File: config.mk
export PLATFORM = sky130hd
export DESIGN_NAME = tx_retry_ctrl
export DESIGN_NICKNAME = d
export VERILOG_FILES = /design/src/rtl/rc_pkg.sv /design/src/rtl/rc_lfsr.sv /design/src/rtl/rc_bo_timer.sv /design/src/rtl/tx_retry_ctrl.sv
export SDC_FILE = /design/constraint.sdc
export NUM_CORES = 1
export LEC_CHECK = 0
export ABC_AREA = 1
export BUFFER_PORTS_ARGS = -buffer_cell sky130_fd_sc_hd__buf_2
export CAP_MARGIN = 40
export CELL_PAD_IN_SITES_DETAIL_PLACEMENT = 1
export CELL_PAD_IN_SITES_GLOBAL_PLACEMENT = 2
export CORE_UTILIZATION = 35
export CTS_CLUSTER_DIAMETER = 120
export CTS_CLUSTER_SIZE = 30
export DETAILED_ROUTE_END_ITERATION = 10
export PLACE_DENSITY_LB_ADDON = 0.1
export SYNTH_ARGS = -nofsm -noshare
export SYNTH_HDL_FRONTEND = slang
export SYNTH_HIERARCHICAL = 1
export SYNTH_SLANG_ARGS = --single-unit
File: constraint.sdc
create_clock -name clk -period 2.29 [get_ports clk]
set_input_delay 0.3435 -clock clk [delete_from_list [all_inputs] [get_ports clk]]
set_output_delay 0.3435 -clock clk [all_outputs]
set_load 0.1 [all_outputs]
File: src/rtl/rc_pkg.sv
package rc_pkg;
  typedef enum logic [1:0] {ST_IDLE, ST_TX, ST_WAIT} rc_state_t;

  // backoff exponent for the n-th collision of a frame
  function automatic int unsigned bo_exp(input int unsigned n, input logic gentle,
                                         input int unsigned lim, input int unsigned cap,
                                         input int unsigned span);
    int unsigned k;
    k = (n < lim) ? n : lim;
    if (gentle && n <= span) k = (n < cap) ? n : cap;
    return k;
  endfunction
endpackage

File: src/rtl/rc_lfsr.sv
module rc_lfsr #(
  parameter logic [15:0] SEED = 16'hACE1
) (
  input  logic        clk,
  input  logic        rst_n,
  output logic [15:0] q
);
  logic fb;
  assign fb = q[15] ^ q[13] ^ q[12] ^ q[10];

  always_ff @(posedge clk or negedge rst_n) begin
    if (!rst_n) q <= SEED;
    else        q <= {q[14:0], fb};
  end

  // the shift register never locks up in the all-zero state
  lfsr_live_chk: assert property (@(posedge clk) disable iff (!rst_n) q != '0);
endmodule

File: src/rtl/rc_bo_timer.sv
module rc_bo_timer #(
  parameter int CNT_W = 10
) (
  input  logic             clk,
  input  logic             rst_n,
  input  logic             load,
  input  logic [CNT_W-1:0] load_val,
  input  logic             tick,
  output logic             expired
);
  logic [CNT_W-1:0] cnt;

  always_ff @(posedge clk or negedge rst_n) begin
    if (!rst_n)                cnt <= '0;
    else if (load)             cnt <= load_val;
    else if (tick && cnt != 0) cnt <= cnt - 1'b1;
  end

  assign expired = (cnt == 0);


  cnt_hold_chk: assert property (@(posedge clk) disable iff (!rst_n)
    (!load && !tick) |=> $stable(cnt));
endmodule

File: src/rtl/tx_retry_ctrl.sv
module tx_retry_ctrl #(
  parameter int          MAX_ATT  = 16,
  parameter int          EXP_LIM  = 10,
  parameter int          MOD_CAP  = 2,
  parameter int          MOD_SPAN = 3,
  parameter logic [15:0] SEED     = 16'hACE1
) (
  input  logic clk,
  input  logic rst_n,
  input  logic stop,
  input  logic mbo_set,
  input  logic cfg_no_retry,
  input  logic cfg_force_coll,
  input  logic cfg_int_loop,
  input  logic frame_req,
  input  logic collision,
  input  logic attempt_end,
  input  logic slot_tick,
  output logic tx_go,
  output logic done,
  output logic retry_err,
  output logic busy,
  output logic mod_bo_on
);
  import rc_pkg::*;

  localparam int CNT_W = EXP_LIM;
  localparam int ATT_W = $clog2(MAX_ATT + 1);

  rc_state_t        st;
  logic [ATT_W-1:0] att;
  logic             single_q, force_q;
  logic [15:0]      rnd;
  logic             hit, last, ld, expired;
  logic [CNT_W:0]   span_one;
  logic [CNT_W-1:0] mask, ld_val;
  int unsigned      k;

  assign hit  = collision | (attempt_end & force_q);
  assign last = single_q | (att == ATT_W'(MAX_ATT));
  assign k    = bo_exp(32'(att), mod_bo_on, EXP_LIM, MOD_CAP, MOD_SPAN);
  assign span_one = (CNT_W+1)'(1) << k;
  assign mask     = CNT_W'(span_one - 1'b1);
  assign ld_val   = rnd[CNT_W-1:0] & mask;
  assign ld       = (st == ST_TX) && hit && !last && !stop;
  assign busy     = (st != ST_IDLE);

  rc_lfsr #(.SEED(SEED)) u_prng (.clk(clk), .rst_n(rst_n), .q(rnd));

  rc_bo_timer #(.CNT_W(CNT_W)) u_timer (
    .clk(clk), .rst_n(rst_n), .load(ld), .load_val(ld_val),
    .tick(slot_tick), .expired(expired)
  );

  always_ff @(posedge clk or negedge rst_n) begin
    if (!rst_n) begin
      st        <= ST_IDLE;
      att       <= '0;
      single_q  <= 1'b0;
      force_q   <= 1'b0;
      mod_bo_on <= 1'b0;
      tx_go     <= 1'b0;
      done      <= 1'b0;
      retry_err <= 1'b0;
    end else begin
      tx_go     <= 1'b0;
      done      <= 1'b0;
      retry_err <= 1'b0;
      if (mbo_set) mod_bo_on <= 1'b1;
      if (stop) begin
        st        <= ST_IDLE;
        mod_bo_on <= 1'b0;
      end else begin
        unique case (st)
          ST_IDLE: if (frame_req) begin
            st       <= ST_TX;
            tx_go    <= 1'b1;
            att      <= ATT_W'(1);
            single_q <= cfg_no_retry;
            force_q  <= cfg_force_coll & cfg_int_loop;
          end
          ST_TX: begin
            if (hit) begin
              if (last) begin
                st        <= ST_IDLE;
                done      <= 1'b1;
                retry_err <= 1'b1;
              end else begin
                st <= ST_WAIT;
              end
            end else if (attempt_end) begin
              st   <= ST_IDLE;
              done <= 1'b1;
            end
          end
          ST_WAIT: if (expired) begin
            st    <= ST_TX;
            tx_go <= 1'b1;
            att   <= att + 1'b1;
          end
          default: st <= ST_IDLE;
        endcase
      end
    end
  end


  err_with_done_chk: assert property (@(posedge clk) disable iff (!rst_n)
    retry_err |-> done);

  done_pulse_chk: assert property (@(posedge clk) disable iff (!rst_n)
    done |=> !done);

  att_limit_chk: assert property (@(posedge clk) disable iff (!rst_n)
    att <= ATT_W'(MAX_ATT));

  stop_clear_chk: assert property (@(posedge clk) disable iff (!rst_n)
    stop |=> (!busy && !mod_bo_on && !done));

  go_busy_chk: assert property (@(posedge clk) disable iff (!rst_n)
    tx_go |-> busy);

  busy_end_chk: assert property (@(posedge clk) disable iff (!rst_n)
    (busy && !stop && (st == ST_WAIT)) |=> busy);
endmodule

[Yosys cells after proc, flatten, opt, wreduce, memory -nomap -nowiden]
Index checks and enable logic that the tools add are counted.
Operators by class
  $lt $le $gt $ge: 3
  eq/ne operators: 8
  multiplexer cells: 29
  shift operators: 1
  reductions and logical operators: 17
  bitwise gates (word level): 9
  add/subtract/negate cells: 3
Operators by type and width (number)
  two-way mux 5 bit: 5
  two-way mux 10 bit: 2
  subtractor 10 x 1 -> 10 bit, second input constant: 2
  two-way mux 1 bit: 13
  two-way mux 2 bit: 6
  AND 10 bit: 1
  logical NOT 10 bit: 1
  one-hot mux 5 bit (2 select lines): 1
  nonzero test 10 bit: 1
  << shifter 1 x 5 -> 10 bit, first input constant: 1
  nonzero test 2 bit: 4
  inequality test 3 bit, second input constant: 2
  one-hot mux 2 bit (3 select lines): 1
  AND reduction 3 bit: 2
  adder 5 x 1 -> 5 bit, second input constant: 1
  == test 5 bit, second input constant: 1
  <= comparator 5 x 2 -> 1 bit, second input constant: 1
  logical AND 1 bit: 5
  < comparator 5 x 2 -> 1 bit, second input constant: 1
  < comparator 5 x 4 -> 1 bit, second input constant: 1
  inequality test 2 bit, second input constant: 2
  inequality test 4 bit, second input constant: 1
  AND reduction 4 bit: 1
  XOR 1 bit: 3
  8 further kinds: 11
Storage, ports and cells
  bits in registers: 39
  word-level logic and storage cells: 80
  output and inout bits: 5

[Longest topological paths before layout]
Gate-level depths: netlist of the first run.
  depth in word-level cells: 7
  gate-level depth with buffers: 17

[Cells and area by module]
Netlist of the first run, hierarchy kept.
By module, submodules not included
  tx_retry_ctrl: instances 1, area each 950.9 µm², cells each 130
  rc_bo_timer: instances 1, area each 758.2 µm², cells each 118
  rc_lfsr: instances 1, area each 481.7 µm², cells each 33

[Worst setup path after synthesis of the first run]
Ideal clock, no wire load.
  path type: register to register
  start point: register st[1]
  end point: register single_q
  setup slack: 0.333 ns
  clock period less this slack: 1.957 ns
  cell stages (with the launch flop): 5
  required time: 2.162 ns
  arrival time: 1.829 ns
  cells stage by stage: dfrtp_1 > inv_1 > nand2_1 > nor3_4 > mux2_1
On the way
  longest elaborated chain between the ends: 2
RTL lines
  from (decl): line tx_retry_ctrl.sv:30  | rc_state_t st;
  from (signal assigned): line tx_retry_ctrl.sv:57  | st <= ST_IDLE;
  from (signal assigned): line tx_retry_ctrl.sv:71  | st <= ST_IDLE;
  from (signal assigned): line tx_retry_ctrl.sv:76  | st <= ST_TX;
  logical NOT 2 bit: line tx_retry_ctrl.sv:74  | unique case (st)
  AND reduction 3 bit (no source line)
  to (signal assigned): line tx_retry_ctrl.sv:79  | single_q <= cfg_no_retry;
  to (decl): line tx_retry_ctrl.sv:32  | logic single_q, force_q;
Every way passes these cells.
A chain may end at the register's enable or synchronous reset.

[Final worst setup path of the first run]
  start point: register att[2]
  end point: register u_timer.cnt[6]
On the way
  longest elaborated chain between the ends: 7
RTL lines
  from (decl): line tx_retry_ctrl.sv:31  | logic [ATT_W-1:0] att;
  from (signal assigned): line tx_retry_ctrl.sv:99  | att <= att + 1'b1;
  < comparator 5 x 4 -> 1 bit, or another cell as far along: line rc_pkg.sv:9  | k = (n < lim) ? n : lim;
  two-way mux 5 bit, or another cell as far along: line rc_pkg.sv:9
  two-way mux 5 bit (*): line rc_pkg.sv:10  | if (gentle && n <= span) k = (n < cap) ? n : cap;
  << shifter 1 x 5 -> 10 bit (*): line tx_retry_ctrl.sv:42  | assign span_one = (CNT_W+1)'(1) << k;
  subtractor 10 x 1 -> 10 bit (*): line tx_retry_ctrl.sv:43  | assign mask = CNT_W'(span_one - 1'b1);
  AND 10 bit (*): line tx_retry_ctrl.sv:44  | assign ld_val = rnd[CNT_W-1:0] & mask;
  net ld_val[6]: line tx_retry_ctrl.sv:36  | logic [CNT_W-1:0] mask, ld_val;
  two-way mux 10 bit (*): line rc_bo_timer.sv:15  | else if (load) cnt <= load_val;
  to (signal assigned): line rc_bo_timer.sv:15
  to (signal assigned): line rc_bo_timer.sv:16  | else if (tick && cnt != 0) cnt <= cnt - 1'b1;
  to (decl): line rc_bo_timer.sv:11  | logic [CNT_W-1:0] cnt;
Mark *: on every way through the listed nets, which the timed path passes. The rest lies on a longest branch.

==> qor_table.md, run 1 <==
| Stage | Item | Reported |
| --- | --- | --- |
| critical path | FF-to-FF End | u_timer/cnt[6] |
| finish | Synth-to-Final Area Change | 13.31% |
| timing | Min setup slack post-route | 224.3 ps |
| power and ir drop | Post-route total power | 0.002058 W |
| floorplanning | Width of the die | 81.12 um |
| critical path | Reg2Reg Setup Slack | 220 ps |
| route | Number of remaining DRC errors | 0 |
| worst hold path | Hold path start | collision |
| grt | Remaining Overflow, GRT | 0 |
| route | Number of search-and-repair iterations in the first detailed-routing pass | 4 |
| placed design | Weighted congestion reported at the end of routability-driven placement | 0.7496 |
| clock network | Clock transition at the registers of the reported paths | 80 ps |
| timing | Worst setup skew after layout | 4.970 ps |
| worst hold path | Hold Path Stages | 2 |
| yosys | Flip-flop and latch count after synthesis | 39 |
| timing | Sum of negative setup slack | 0 ps |
| yosys | Synth unique cells | 34 |
| job | Count of maximum capacitance violations | 0 |
| timing | Hold Vio Cnt, Final | 0 |
| critical path | Ordered list of cells on the worst path | nor2_2 -> nand2_2 -> nand2_4 -> nand2_4 -> nor2_4 -> nand2_1 -> ha_1 -> inv_1 -> nor2_2 -> o21ai_1 -> nand2_1 -> inv_1 -> nor2_1 -> nand2_1 -> nand2_1 -> nand2_1 -> o21ai_2 |
| timing | Max Freq | 484.1 MHz |
| critical path | CP startpoint | att[2] |
| critical path | Endpoint arrival time on the critical path | 2250 ps |
| route | Final routed wire length divided by cell count | 13.11 um |
| yosys | Share of flip-flops with an asynchronous set or reset after synthesis | 1.000 |
| floorplanning | Core area | 5991 sq um |
| route | Wire length reported by the detailed router | 5020 um |
| yosys | Top FF cell, synth | sky130_fd_sc_hd__dfrtp_1 |
| clock network | Maximum level of the CTS H-tree | 2 |
| critical path | Worst path buffer plus inverter count | 2 |
| floorplanning | Die outline height | 81.12 um |
| timing | Min cycle time layout | 2066 ps |
| route | Detailed router's first-iteration violation count | 39 |
| yosys | Synth Instances | 281 |
| status | Run status | complete, no violations |
| floorplanning | Starting density of the core | 0.3657 |
| timing | Slew of the pin with the lowest slew margin | 485.8 ps |
| clock network | Post-CTS setup buffer count | 0 |
| route | Number of vias after detailed routing | 1796 |
| critical path | R2R Path Start | att[2] |
| grt | Pin count of the biggest net entering global routing | 16 |
| clock network | Clk sink count | 39 |
| grt | Global-route wire length before repair | 8742 um |
| worst hold path | Type of the worst min-delay path | primary input to flop |
| clock network | Maximum clock path buffer count | 2 |
| clock network | Clock Latency Late Sink | 290 ps |
| timing | Final setup violation count | 0 |
| power and ir drop | Cell Pwr Density | 828.9 nW/um^2 |
| finish | Antenna fix cells | 0 |
| critical path | Cell with the most instances on the worst path | sky130_fd_sc_hd__nand2_1 |
| worst hold path | Endpoint of the worst hold path | st[0] |
| power and ir drop | IR drop worst, VDD | 0.3096 mV |
| power and ir drop | Cell leakage power | 1.252 nW |
| yosys | Synth warn | 6 |
| critical path | Delay of the slowest critical-path stage | 500 ps |
| clock network | Total CTS buffers | 5 |
| critical path | Critical path data required time | 2470 ps |
| critical path | Critical path capture point type | flop |
| finish | NumNets Final | 322 |
| placed design | Number of buffers inserted by port buffering | 15 |
| timing | Final max-slew violation count | 0 |
| yosys | Proportion of synthesized chip area in sequential cells | 0.4500 |
| timing | Share of the clock period used by the worst path after layout | 0.9021 |
| yosys | Cell area after synthesis | 2191 sq um |
| critical path | CP startpoint kind | flop |
| floorplanning | Total Die Area | 6580 sq um |
| route | Number of vias per cell after detailed routing | 4.689 |
| critical path | CP max-delay cell | sky130_fd_sc_hd__dfrtp_2 |
| critical path | Largest delay share family, worst path | simple AND/OR/NAND/NOR gates |
| critical path | Maximum fanout along the worst path | 11 |
| yosys | Avg Cell Area, Syn | 7.797 sq um |
| clock network | Clock tree root buffer cell | sky130_fd_sc_hd__clkbuf_8 |
| grt | Vias in the first global route | 1849 |
| critical path | Type of the worst setup path | flop to flop |
| yosys | Mapped Nets | 296 |
| finish | Share of layout cells above drive strength 1 | 0.2305 |
| yosys | Post-synth EDFFs | 0 |
| placed design | Post-placement worst setup slack | 145.3 ps |
| critical path | Depth of the worst register-to-register path | 17 |
| timing | Setup repair after global routing missed its margin | false |
| grt | Overall global routing resource usage | 0.1790 |
| grt | Antenna violations before repair | 0 |
| placed design | Total half-perimeter wirelength after legalization and detailed placement | 4066 um |
| route | Final antenna-violating net count | 0 |
| floorplanning | Number of rows created at floorplan | 28 |
| timing | Headroom to the max-slew limit | 0.6784 |
| clock network | Clock tree from TritonCTS | done |
| floorplanning | Number of I/O pins | 16 |
how the worst max path moves through the flow:
| stage | to | slack (ps) | depth (start not counted) |
|---|---|---|---|
| floorplan | single_q | 330 | 4 |
| global placement | u_timer/cnt[4] | 210 | 17 |
| detailed placement | u_timer/cnt[5] | 150 | 9 |
| CTS | u_timer/cnt[5] | 140 | 9 |
| global route | u_timer/cnt[8] | 20 | 17 |
| finish | u_timer/cnt[6] | 220 | 17 |
cells by family (layout without fill, tap and decap cells):
| logic type | after synthesis | count (layout) | synth area share |
|---|---|---|---|
| buffers and inverters | 51 | 78 | 0.09708 |
| AND/OR/NAND/NOR | 156 | 156 | 0.3329 |
| adder cells (fa/ha/maj) | 4 | 4 | 0.02285 |
| flip-flops | 39 | 39 | 0.4500 |
| AO/OA/AOI/OAI | 29 | 29 | 0.08795 |
| multiplexers | 1 | 1 | 0.005140 |
| XOR/XNOR | 1 | 1 | 0.003998 |
stage by stage:
step	cell area, sq um	hold slack (ps)	utilization	cells
after floorplan	2191	47.91	-	281
after global placement	2379	242.9	0.3970	374
after detailed placement	2379	239.4	0.3970	374
after CTS	2477	232.8	0.4135	383
after global routing	2482	241.4	0.4144	383
final	2482	238.6	0.4144	383
synth_stat cells, drive strengths merged, types with 3 or more instances:
cell	n	area share
nor2	37	0.073
inv	44	0.075
o21ai	18	0.053
clkinv	4	0.0097
a21oi	3	0.0069
nor3	4	0.014
dfstp	8	0.096
ha	4	0.023
nand4	7	0.020
dfrtp	31	0.35
nand3b	3	0.010
nand3	19	0.048
nand2	86	0.17
where the power goes:
part / total [W] / internal (W) / switching [W]
Sequential: 0.000869 / 0.000780 / 0.0000891
Combinational: 0.000724 / 0.000247 / 0.000476
Clock: 0.000465 / 0.000212 / 0.000253
cells in the final DEF (no fill, tap or decap), types with 2 or more instances in the layout:
master / count
sky130_fd_sc_hd__o21ai_2: 7
sky130_fd_sc_hd__dfstp_2: 8
sky130_fd_sc_hd__nand2_1: 76
sky130_fd_sc_hd__buf_4: 6
sky130_fd_sc_hd__nand2_2: 6
sky130_fd_sc_hd__nor2_1: 31
sky130_fd_sc_hd__nor3_1: 3
sky130_fd_sc_hd__nand3_1: 17
sky130_fd_sc_hd__nand3b_1: 3
sky130_fd_sc_hd__inv_2: 4
sky130_fd_sc_hd__clkinv_2: 2
sky130_fd_sc_hd__o21ai_0: 10
sky130_fd_sc_hd__a41oi_1: 2
sky130_fd_sc_hd__nand3_2: 2
sky130_fd_sc_hd__nor2_2: 5
sky130_fd_sc_hd__nand4_1: 7
sky130_fd_sc_hd__o31ai_1: 2
sky130_fd_sc_hd__inv_1: 40
sky130_fd_sc_hd__buf_2: 15
sky130_fd_sc_hd__nand2_4: 4
sky130_fd_sc_hd__a21oi_1: 3
sky130_fd_sc_hd__dfrtp_1: 30
sky130_fd_sc_hd__clkinvlp_4: 3
sky130_fd_sc_hd__ha_1: 4
sky130_fd_sc_hd__clkbuf_8: 5
cell type report:
class / instances / area, sq um
flip-flops and latches: 39 / 987.2
clock buffers: 5 / 68.82
clock inverters: 3 / 20.02
repair buffers: 22 / 130.1
well taps: 75 / 93.84
multi-input cells: 191 / 992.2
inverters: 48 / 190.2
fillers: 755 / 3508
metal layers:
| layer | share of wire | wire length [um] | global-route usage |
|---|---|---|---|
| met4 | 0.013 | 63 | 0.05714 |
| met3 | 0.019 | 95 | 0.03708 |
| met5 | 0 | 0 | 0 |
| met1 | 0.49 | 2482 | 0.2261 |
| met2 | 0.47 | 2379 | 0.3042 |
state kept, by name, summed over array words and instances, names as in the netlist:
register / cells
force_q: 1
tx_go: 1
single_q: 1
retry_err: 1
u_prng/q: 16
att: 5
done: 1
mod_bo_on: 1
u_timer/cnt: 10
st: 2
what timing repair did:
action / CTS / global route
resized for setup: 0 / 2
endpoints found under the setup margin: 0 / 9
endpoints found under the hold margin: 9 / 0
hold buffers: 1 / 0
No activity file was read; power rests on OpenSTA's default activity.
==> inputs of run 2 (changes only) <==
--- a/config.mk
+++ b/config.mk
@@ -14,6 +14,7 @@
 export CTS_CLUSTER_DIAMETER = 120
 export CTS_CLUSTER_SIZE = 30
 export DETAILED_ROUTE_END_ITERATION = 10
+export GPL_TIMING_DRIVEN = 0
 export PLACE_DENSITY_LB_ADDON = 0.1
 export SYNTH_ARGS = -nofsm -noshare
 export SYNTH_HDL_FRONTEND = slang
==> run 2 against run 1 <==
Net effect:
- sequential share of layout area fell by 0.65 points
- final cell count is 0.52% lower
- largest cell class unchanged
- highest routed layer unchanged
- utilization rose by 0.69 points
- non-clock buffer count shrank 2
- critical path depth decreased by 7
- via count down 1.2%
- routed wire length grew 3.7%
==> qor_table.md, run 2 (synthesis gave the netlist of run 1 again) <==
| Stage | Item | Reported | Change |
| --- | --- | --- | --- |
| critical path | Type of the worst setup path | flop to flop |  |
| power and ir drop | Internal power contribution | 0.001382 W | +12% |
| floorplanning | Starting density of the core | 0.3657 | unchanged |
| power and ir drop | Switching part of the total power | 0.3727 | -0.02513 |
| clock network | Total CTS buffers | 5 | unchanged |
| floorplanning | Width of the die | 81.12 um | unchanged |
| clock network | Maximum level of the CTS H-tree | 2 | unchanged |
| route | Met2 wirelength from detailed routing | 2440 um | +2.6% |
| power and ir drop | Share of power burned in combinational logic | 0.324 | -0.028 |
| timing | Sum of negative setup slack | 0 ps | unchanged |
| grt | Vias in the first global route | 1910 | +3.3% |
| route | Number of remaining DRC errors | 0 | unchanged |
| power and ir drop | IR drop worst, VDD | 0.3316 mV | +7.1% |
| route | Detailed router's first-iteration violation count | 73 | +87% |
| clock network | Post-CTS setup buffer count | 0 | unchanged |
| finish | NumNets Final | 320 | -0.62% |
| finish | Regs by FF count | u_prng/q (16), u_timer/cnt (10), att (5) |  |
| power and ir drop | Flop pwr share | 0.394 | -0.028 |
| power and ir drop | Power dissipated by switching net loads | 0.0008209 W | +0.29% |
| route | Routed metal-1 wirelength | 2579 um | +3.9% |
| timing | Min setup slack post-route | 214.9 ps | -9.371 ps |
| route | Final antenna-violating net count | 0 | unchanged |
| timing | Slew of the pin with the lowest slew margin | 492.0 ps | +6.204 ps |
| grt | Global-route wire length before repair | 9018 um | +3.2% |
| route | Number of vias after detailed routing | 1774 | -1.2% |
| grt | Remaining Overflow, GRT | 0 | unchanged |
| timing | Final setup violation count | 0 | unchanged |
| critical path | CP startpoint kind | flop |  |
| grt | Antenna violations before repair | 0 | unchanged |
| critical path | Endpoint arrival time on the critical path | 2300 ps | +50 ps |
| finish | Antenna fix cells | 0 | unchanged |
| critical path | Critical path data required time | 2510 ps | +40 ps |
| clock network | Clock tree root buffer cell | sky130_fd_sc_hd__clkbuf_8 |  |
| placed design | Post-placement worst setup slack | -301.4 ps | -446.7 ps |
| status | Run status | complete, no violations |  |
| finish | Flip-flop count of the largest register, all copies and words added | 16 | unchanged |
| timing | Share of the clock period used by the worst path after layout | 0.9062 | +0.004092 |
| route | Number of vias per cell after detailed routing | 4.656 | -0.71% |
| route | Wire length reported by the detailed router | 5207 um | +3.7% |
| floorplanning | Core area | 5991 sq um | unchanged |
| floorplanning | Die outline height | 81.12 um | unchanged |
| grt | Pin count of the biggest net entering global routing | 27 | +11 |
| power and ir drop | Cell Pwr Density | 872.8 nW/um^2 | +5.3% |
| route | Final routed wire length divided by cell count | 13.67 um | +4.3% |
| timing | Max Freq | 481.9 MHz | -0.45% |
| finish | Most common cell after layout, fill and taps aside | sky130_fd_sc_hd__nand2_1 |  |
| finish | Synth-to-Final Area Change | 15.19% |  |
| placed design | Total half-perimeter wirelength after legalization and detailed placement | 3976 um | -2.2% |
| timing | Hold Vio Cnt, Final | 0 | unchanged |
| finish | Most flop-heavy register | u_prng/q |  |
| timing | Setup repair after global routing missed its margin | false |  |
| timing | Final max-slew violation count | 0 | unchanged |
| floorplanning | Number of I/O pins | 16 | unchanged |
| power and ir drop | Cell leakage power | 1.275 nW | +1.8% |
| finish | Share of layout cells above drive strength 1 | 0.2288 | -0.001761 |
| route | Number of search-and-repair iterations in the first detailed-routing pass | 4 | unchanged |
| clock network | Clock Latency Late Sink | 290 ps | about the same |
| worst hold path | Type of the worst min-delay path | primary input to flop |  |
| clock network | Clock transition at the registers of the reported paths | 80 ps | about the same |
| placed design | Number of buffers inserted by port buffering | 15 | unchanged |
| floorplanning | Total Die Area | 6580 sq um | unchanged |
| floorplanning | Number of rows created at floorplan | 28 | unchanged |
| route | Detail Route met3 WL | 97 um | +2.1% |
| placed design | Weighted congestion reported at the end of routability-driven placement | 0.7457 | -0.52% |
| timing | Hold slack | 245.6 ps | +7.009 ps |
| route | Highest metal layer used by the detailed router | met4 |  |
| grt | Overall global routing resource usage | 0.1832 | +0.004211 |
| clock network | Maximum clock path buffer count | 2 | unchanged |
| finish | Leading cell types in the layout, fill and taps excluded | sky130_fd_sc_hd__nand2_1 (76), sky130_fd_sc_hd__inv_1 (40), sky130_fd_sc_hd__nor2_1 (31), sky130_fd_sc_hd__dfrtp_1 (30), sky130_fd_sc_hd__nand3_1 (17) |  |
| timing | Worst setup skew after layout | 7.694 ps | +2.724 ps |
| clock network | Clock tree from TritonCTS | done |  |
| critical path | Critical path capture point type | flop |  |
| clock network | Clk sink count | 39 | unchanged |
| power and ir drop | Clock group share of total power | 0.281 | +0.055 |
| timing | Min cycle time layout | 2075 ps | +9.371 ps |
| timing | Headroom to the max-slew limit | 0.6743 | -0.004107 |
| critical path | Maximum fanout along the worst path | 10 | -1 |
| job | Count of maximum capacitance violations | 0 | unchanged |
==> run 2: cell types whose count changed in the layout (fill, tap and decap cells not counted) <==
cell and delta:
sky130_fd_sc_hd__a41oi_1 -1, sky130_fd_sc_hd__a41oi_2 +1, sky130_fd_sc_hd__buf_12 +1, sky130_fd_sc_hd__buf_4 -6, sky130_fd_sc_hd__buf_6 +2, sky130_fd_sc_hd__bufinv_16 +1, sky130_fd_sc_hd__clkbuf_2 +1, sky130_fd_sc_hd__clkbuf_8 +1
sky130_fd_sc_hd__clkinv_2 -1, sky130_fd_sc_hd__clkinvlp_4 -3, sky130_fd_sc_hd__inv_4 +1, sky130_fd_sc_hd__inv_6 +1
==> run 2: what timing repair did <==
action	in CTS	in global routing
resized for setup	4	1
setup endpoints to repair	10	8
gates cloned	0	0
endpoints found under the hold margin	12	0
hold buffers	1	0
==> run 2: power by group through the flow <==
stage / logic [W] / clock network [W] / registers [W]
2_1_floorplan: 0.000530 / 0 / 0.000883
3_3_place_gp: 0.000699 / 0 / 0.000881
3_5_place_dp: 0.000714 / 0 / 0.000883
4_1_cts: 0.000725 / 0.000652 / 0.000871
5_1_grt: 0.000820 / 0.000670 / 0.000888
6_report: 0.000715 / 0.000619 / 0.000869
==> run 2: path summary, 6_finish.rpt <==
check | from | end | slack, ps | cells past startpoint
max in group asynchronous | rst_n | u_prng/q[6] | 1260 | 3
hold / removal | collision | st[0] | 250 | 2
setup / recovery | att[0] | u_timer/cnt[3] | 210 | 10
min in group asynchronous | rst_n | u_prng/q[3] | 480 | 2
hold reg to reg | u_prng/q[14] | u_prng/q[15] | 360 | 0
setup reg to reg | att[0] | u_timer/cnt[3] | 210 | 10
==> run 2: area by class of cell <==
type	count	area (sq um)
clock buffer	6	82.58
buffer	3	27.53
timing repair buffer	17	105.1
fill	752	3467
clock inverter	2	38.79
tap	75	93.84
multi-input combinational	191	999.7
sequential	39	987.2
inverter	48	188.9
==> run 2: worst max-delay path: stages, from the launching register on <==
cell and delay, ps:
sky130_fd_sc_hd__dfrtp_2 460, sky130_fd_sc_hd__inv_1 100, sky130_fd_sc_hd__ha_1 220, sky130_fd_sc_hd__a41oi_2 290, sky130_fd_sc_hd__nand3_1 150, sky130_fd_sc_hd__inv_1 220, sky130_fd_sc_hd__clkbuf_2 260, sky130_fd_sc_hd__nand2_1 110
sky130_fd_sc_hd__nand2_1 80, sky130_fd_sc_hd__nand2_1 60, sky130_fd_sc_hd__o21ai_2 50
==> run 2: per-layer routing <==
layer,up-vias,GRT usage
li1,925,-
met1,825,0.2422
met2,17,0.3008
met3,7,0.02809
met4,0,0.06786
met5,-,0
==> run 2: through the flow <==
| step | utilization | cells | instance area, sq um | total power [W] |
|---|---|---|---|---|
| detailed placement | 0.3972 | 372 | 2380 | 0.001597 |
| floorplan | - | 281 | 2191 | 0.001413 |
| global placement | 0.3939 | 371 | 2360 | 0.001581 |
| global route | 0.4213 | 381 | 2524 | 0.002378 |
| finish | 0.4213 | 381 | 2524 | 0.002203 |
| CTS | 0.4211 | 381 | 2522 | 0.002248 |
